$ cat config.mk
export PLATFORM = sky130hd
export DESIGN_NAME = serial_fir
export DESIGN_NICKNAME = d
export VERILOG_FILES = /design/src/rtl/fir_ser_pkg.sv /design/src/rtl/fir_ser_taps.sv /design/src/rtl/fir_ser_digit.sv /design/src/rtl/fir_ser_ctrl.sv /design/src/rtl/serial_fir.sv
export SDC_FILE = /design/constraint.sdc
export NUM_CORES = 1
export LEC_CHECK = 0
export BUFFER_PORTS_ARGS = -buffer_cell sky130_fd_sc_hd__buf_4
export CAP_MARGIN = 20
export CORE_MARGIN = 5
export CORE_UTILIZATION = 60
export DETAILED_ROUTE_END_ITERATION = 12
export GPL_ROUTABILITY_DRIVEN = 1
export PLACE_DENSITY = 0.79
export SYNTH_ARGS = -nofsm -noshare
export SYNTH_HDL_FRONTEND = slang
export SYNTH_SLANG_ARGS = --single-unit
export TNS_END_PERCENT = 100
$ cat constraint.sdc
create_clock -name clk -period 9.48 [get_ports clk]
set_clock_uncertainty 0.1 [all_clocks]
set_input_delay 0 -clock clk [delete_from_list [all_inputs] [get_ports clk]]
set_output_delay 0 -clock clk [all_outputs]
set_load 0.03 [all_outputs]
$ cat src/rtl/fir_ser_pkg.sv
`timescale 1ns/1ps
package fir_ser_pkg;

   typedef enum logic {
      SER_BIT   = 1'b0,
      SER_MULTI = 1'b1
   } ser_mode_e;

   function automatic int slice_width(ser_mode_e m, int units);
      return (m == SER_BIT) ? 1 : units;
   endfunction

   function automatic int cadence(ser_mode_e m, int data_w, int units);
      return (m == SER_BIT) ? data_w + 1 : data_w / units;
   endfunction

endpackage

$ cat src/rtl/fir_ser_taps.sv
`timescale 1ns/1ps
module fir_ser_taps #(
   parameter int DATA_W = 8,
   parameter int TAPS   = 4
) (
   input  logic                     clk,
   input  logic                     rst_n,
   input  logic                     shift,
   input  logic [DATA_W-1:0]        din,
   output logic [TAPS*DATA_W-1:0]   taps
);

   generate
      if (TAPS == 1) begin : g_single
         always_ff @(posedge clk or negedge rst_n) begin
            if (!rst_n)     taps <= '0;
            else if (shift) taps <= din;
         end
      end else begin : g_chain
         always_ff @(posedge clk or negedge rst_n) begin
            if (!rst_n)     taps <= '0;
            else if (shift) taps <= {taps[(TAPS-1)*DATA_W-1:0], din};
         end
      end
   endgenerate

endmodule

$ cat src/rtl/fir_ser_digit.sv
`timescale 1ns/1ps
module fir_ser_digit #(
   parameter int DATA_W = 8,
   parameter int COEF_W = 8,
   parameter int TAPS   = 4,
   parameter int U      = 1,
   parameter int NDIG   = 8,
   parameter int IDX_W  = 4,
   parameter int TERM_W = 12,
   parameter logic [TAPS*COEF_W-1:0] COEFS = '0
) (
   input  logic [TAPS*DATA_W-1:0]    taps,
   input  logic [IDX_W-1:0]          idx,
   output logic signed [TERM_W-1:0]  term
);

   logic signed [TERM_W-1:0] prod [TAPS];
   logic                     top_slice;

   assign top_slice = (int'(idx) == NDIG - 1);

   generate
      for (genvar k = 0; k < TAPS; k++) begin : g_tap
         logic [U-1:0]              slice;
         logic signed [U:0]         dig;
         logic signed [COEF_W-1:0]  cf;
         logic signed [COEF_W+U:0]  p;

         assign cf    = COEFS[k*COEF_W +: COEF_W];
         assign slice = taps[k*DATA_W + int'(idx)*U +: U];
         // the slice holding the sign bit carries negative weight
         assign dig   = top_slice ? {slice[U-1], slice} : {1'b0, slice};
         assign p     = cf * dig;
         assign prod[k] = TERM_W'(p);
      end
   endgenerate

   always_comb begin
      term = '0;
      for (int k = 0; k < TAPS; k++) term = term + prod[k];
   end

endmodule

$ cat src/rtl/fir_ser_ctrl.sv
`timescale 1ns/1ps
module fir_ser_ctrl #(
   parameter  int N     = 9,
   localparam int CNT_W = (N > 1) ? $clog2(N) : 1
) (
   input  logic              clk,
   input  logic              rst_n,
   input  logic              in_valid,
   input  logic              out_free,
   output logic              in_ready,
   output logic              accept,
   output logic              step,
   output logic              fire,
   output logic              busy,
   output logic [CNT_W-1:0]  cnt
);

   logic last;

   assign last     = busy && (cnt == CNT_W'(N - 1));
   assign fire     = last && out_free;
   assign step     = busy && !last;
   assign in_ready = !busy || fire;
   assign accept   = in_valid && in_ready;

   always_ff @(posedge clk or negedge rst_n) begin
      if (!rst_n) begin
         busy <= 1'b0;
         cnt  <= '0;
      end else if (accept) begin
         busy <= 1'b1;
         cnt  <= '0;
      end else if (fire) begin
         busy <= 1'b0;
         cnt  <= '0;
      end else if (step) begin
         cnt  <= cnt + 1'b1;
      end
   end

   AST_READY_DROP: assert property (@(posedge clk) disable iff (!rst_n)
      accept |=> !in_ready) else $error("ready high right after acceptance");

   AST_CNT_BOUND: assert property (@(posedge clk) disable iff (!rst_n)
      busy |-> (int'(cnt) <= N - 1)) else $error("slice counter out of range");

   AST_FIRE_RESTART: assert property (@(posedge clk) disable iff (!rst_n)
      fire |=> (cnt == '0)) else $error("counter not restarted after load");

endmodule

$ cat src/rtl/serial_fir.sv
`timescale 1ns/1ps
module serial_fir
   import fir_ser_pkg::*;
#(
   parameter ser_mode_e MODE   = SER_BIT,
   parameter int        DATA_W = 8,
   parameter int        COEF_W = 8,
   parameter int        TAPS   = 4,
   parameter int        UNITS  = 2,
   parameter logic [TAPS*COEF_W-1:0] COEFS = 32'hFB7F_8003,
   localparam int       OUT_W  = DATA_W + COEF_W + $clog2(TAPS)
) (
   input  logic               clk,
   input  logic               rst_n,
   input  logic               in_valid,
   output logic               in_ready,
   input  logic [DATA_W-1:0]  in_data,
   output logic               out_valid,
   input  logic               out_ready,
   output logic [OUT_W-1:0]   out_data
);

   localparam int U_EFF  = slice_width(MODE, UNITS);
   localparam int NDIG   = DATA_W / U_EFF;
   localparam int N      = cadence(MODE, DATA_W, UNITS);
   localparam int CNT_W  = (N > 1) ? $clog2(N) : 1;
   localparam int TERM_W = COEF_W + U_EFF + 1 + $clog2(TAPS);

   generate
      if (MODE == SER_MULTI && (DATA_W % UNITS) != 0) begin : g_bad_units
         $error("DATA_W must be a multiple of UNITS");
      end
      if (N < 2) begin : g_bad_cadence
         $error("cadence must be at least two cycles");
      end
      if (TAPS < 1) begin : g_bad_taps
         $error("TAPS must be at least one");
      end
   endgenerate

   logic                      accept, step, fire, busy, out_free;
   logic [CNT_W-1:0]          cnt;
   logic [CNT_W-1:0]          dig_idx;
   logic [TAPS*DATA_W-1:0]    taps;
   logic signed [TERM_W-1:0]  term;
   logic signed [OUT_W-1:0]   term_ext, shifted, acc, final_sum;

   assign out_free = !out_valid || out_ready;

   fir_ser_ctrl #(.N(N)) u_ctrl (
      .clk      (clk),
      .rst_n    (rst_n),
      .in_valid (in_valid),
      .out_free (out_free),
      .in_ready (in_ready),
      .accept   (accept),
      .step     (step),
      .fire     (fire),
      .busy     (busy),
      .cnt      (cnt)
   );

   fir_ser_taps #(.DATA_W(DATA_W), .TAPS(TAPS)) u_taps (
      .clk   (clk),
      .rst_n (rst_n),
      .shift (accept),
      .din   (in_data),
      .taps  (taps)
   );

   assign dig_idx = (int'(cnt) < NDIG) ? cnt : '0;

   fir_ser_digit #(
      .DATA_W (DATA_W), .COEF_W (COEF_W), .TAPS (TAPS), .U (U_EFF),
      .NDIG (NDIG), .IDX_W (CNT_W), .TERM_W (TERM_W), .COEFS (COEFS)
   ) u_digit (
      .taps (taps),
      .idx  (dig_idx),
      .term (term)
   );

   assign term_ext = OUT_W'(term);
   assign shifted  = term_ext <<< (int'(dig_idx) * U_EFF);

   always_ff @(posedge clk or negedge rst_n) begin
      if (!rst_n)      acc <= '0;
      else if (accept) acc <= '0;
      else if (step)   acc <= acc + shifted;
   end

   generate
      if (MODE == SER_BIT) begin : g_bit
         // slices finish one cycle early; the spare cycle only loads the result
         assign final_sum = acc;
      end else begin : g_multi
         // last slice is added on the way into the output register
         assign final_sum = acc + shifted;
      end
   endgenerate

   always_ff @(posedge clk or negedge rst_n) begin
      if (!rst_n) begin
         out_valid <= 1'b0;
         out_data  <= '0;
      end else if (fire) begin
         out_valid <= 1'b1;
         out_data  <= final_sum;
      end else if (out_ready) begin
         out_valid <= 1'b0;
      end
   end

   logic [CNT_W:0] since_acc;
   always_ff @(posedge clk or negedge rst_n) begin
      if (!rst_n)                       since_acc <= '0;
      else if (accept)                  since_acc <= '0;
      else if (int'(since_acc) < N)     since_acc <= since_acc + 1'b1;
   end

   AST_OUT_HOLD: assert property (@(posedge clk) disable iff (!rst_n)
      out_valid && !out_ready |=> out_valid && $stable(out_data))
      else $error("held result changed");

   AST_LOAD_LATENCY: assert property (@(posedge clk) disable iff (!rst_n)
      fire |-> busy && (int'(since_acc) >= N - 1))
      else $error("result loaded too early");

endmodule

==> run_results.csv <==
group,metric,value,unit
final_layout,fin_util,69.19,%
timing,tns,0,ns
final_layout,drive_above_1_share,14.93,%
cts,cts_buffer_depth,2,
routing,dr_total_vias,4372,
cts,cts_made_buffers,9,
setup_path,critPathLaunchType,"flip-flop",
cts,htree_num_levels,3,
routing,wl,11.49,mm
die,die_area,11080,sq um
routing,via_per_inst,5.822,
die,core_area,8763,sq um
timing,slew_violations,0,
synth,syn_nets,675,
setup_path,cp.arrival,7.93,ns
cts,cts_tree,"done",
setup_path,r2r_cells,29,
setup_path,crit_fanout,23,
grt,grt_pass1_vias,4373,
die,ioPinCount,32,
setup_path,critPathMaxStageDelay,0.78,ns
routing,ant_nets,0,
timing,final-hold-violation-count,0,
final_layout,diodes,0,
routing,wl_per_cell,15.30,um
die,initial_utilization,62.14,%
synth,synth_area,5445,sq um
final_layout,final_nets,711,
synth,synth.avg_cell_area,9.045,sq um
routing,drtPass1Iterations,5,
timing,relSlewSlack,36.22,%
grt,grt_max_degree,75,
worst_hold_path,worstHoldPathType,"in -> async",
die,fp.dieH,105.3,um
synth,yosys_warnings,0,
timing,rsz0062_at_grt,"false",
synth,synthTopCellsByArea,"dfrtp_1 (34%), ha_1 (11%), nand2_1 (8.8%)",
cts,cts_hold_buffers,11,
place,hpwlAfterDp,8.157,mm
timing,worstMarginPinSlew,0.9568,ns
setup_path,crit_type,"reg -> reg",
status,outcome,"finished clean",
synth,ys_ff_latch,74,
setup_path,required,9.64,ns
grt,antenna_found_initial,0,
die,die_w,105.3,um
place,gp_congestion,0.9756,
cts,cts.sinks,74,
synth,async_reset_ff_share,100.0,%
final_layout,instances_no_fill,751,
routing,initialDrtViolationCount,286,
grt,grt_usage,21.86,%
timing,fin_crit_sh,81.95,%
synth,synth_ff_type,"dfrtp_1",
timing,fmax,128.7,MHz
synth,yosysSeqAreaShare,34.01,%
synth,synth.distinct_cells,52,
grt,grt_pass1_wl,20.33,mm
cts,cts_setup_buffers,0,
grt,grt_overflow,0,
cts,clk_pin_slew,0.08,ns
timing,finalHoldWorstSlack,0.2210,ns
synth,synth_top_area_share,34.01,%
synth,synth_edf_count,0,
final_layout,final_cell_mix,"nand2_1 (128), dfrtp_1 (74), ha_1 (49)",
final_layout,area_growth,11.35,%
place,io_buffers,31,
cts,root_buffer,"clkbuf_8",
synth,yosysTopAreaCell,"dfrtp_1",
setup_path,crit_path_end_kind,"flip-flop",
timing,fin_crit,7.768,ns
setup_path,crit_top_cell,"ha_1",
synth,syn_inst,602,
die,rows,34,
setup_path,slowest_stage,"nand2b_1",
timing,setup_viol,0,
routing,drc,0,
place,placedCellCount,723,
run,cap_violations,0,
final_layout,final_common_cell,"nand2_1",
cts,clock_latency,0.35,ns
cts,cts_resized,0,
-- path summary, 6_finish.rpt --
check | slack, ns | endpoint | from
worst max-delay path | 1.71 | acc[17]$_DFFE_PN0P_ | u_ctrl.cnt[3]$_DFFE_PN0P_
max in group asynchronous | 8.47 | acc[17]$_DFFE_PN0P_ | rst_n
min in group clk | 0.28 | u_taps.taps[2]$_DFFE_PN0P_ | in_data[2]
worst min register to register | 0.39 | u_taps.taps[24]$_DFFE_PN0P_ | u_taps.taps[24]$_DFFE_PN0P_
worst min-delay path | 0.22 | u_taps.taps[6]$_DFFE_PN0P_ | rst_n
worst max register to register | 1.71 | acc[17]$_DFFE_PN0P_ | u_ctrl.cnt[3]$_DFFE_PN0P_
-- flip-flops by register name, indices dropped and copies added (netlist names) --
| register | flops |
|---|---|
| u_taps.taps | 32 |
| acc | 18 |
| out_data | 18 |
| u_ctrl.cnt | 4 |
| out_valid | 1 |
| u_ctrl.busy | 1 |
-- through the flow --
stage	instance area (sq um)	setup slack (ns)
floorplan	5445	2.488
global placement	5754	1.784
detailed placement	5754	1.438
CTS	6036	1.339
global route	6063	1.181
finish	6063	1.712
-- logic make-up (layout without fill, tap and decap cells) --
family	Yosys count	after routing	share of synthesized area, %
xor gates and xnor gates	25	25	4.021
muxes	41	41	10.06
adders and majority gates	61	61	15.67
and+or+nand+nor	226	226	18.06
AOI/OAI and AO/OA	117	117	13.92
buffers and inverters	58	99	4.251
DFF	74	74	34.01
-- cells in the mapped netlist, types with 4 or more instances --
cell type,n
a211oi_1,5
a21o_1,10
a21oi_1,30
buf_2,10
clkbuf_1,13
dfrtp_1,74
fa_1,12
ha_1,49
inv_1,32
mux2_2,20
mux2i_1,12
mux4_2,8
nand2_1,128
nand2b_1,11
nand3_1,12
nor2_1,40
nor2b_1,5
nor3_1,15
o21a_1,7
o21ai_0,31
o21ai_1,6
or3_1,4
xnor2_1,12
xor2_1,13
-- critical path: cells and delay by family, from the launching register on --
kind | cells | cell delay [ns]
fa+ha+maj | 7 | 2.51
buf+inv | 1 | 0.04
mux | 3 | 0.91
simple gates | 6 | 1.42
flops | 1 | 0.48
xor+xnor | 2 | 0.27
compound gates | 10 | 1.93
-- metal layers --
layer  GRT usage (%)  vias up  wire length, um
li1                -     2146                -
met1           30.79     2107             5435
met2           35.57      108             5486
met3           3.667       11              458
met4           5.023        0              111
met5               0        -                0
-- cell type report --
| type | count | area, sq um |
|---|---|---|
| clock inverter | 6 | 43.79 |
| fill | 676 | 2700 |
| multi-input combinational | 470 | 3362 |
| tap | 108 | 135.1 |
| clock buffer | 10 | 127.6 |
| sequential | 74 | 1852 |
| timing repair buffer | 49 | 415.4 |
| inverter | 34 | 127.6 |
Power is left out: the tool's default activity adds up to more than one toggle a clock period on the data nets, which glitch-free logic cannot reach.
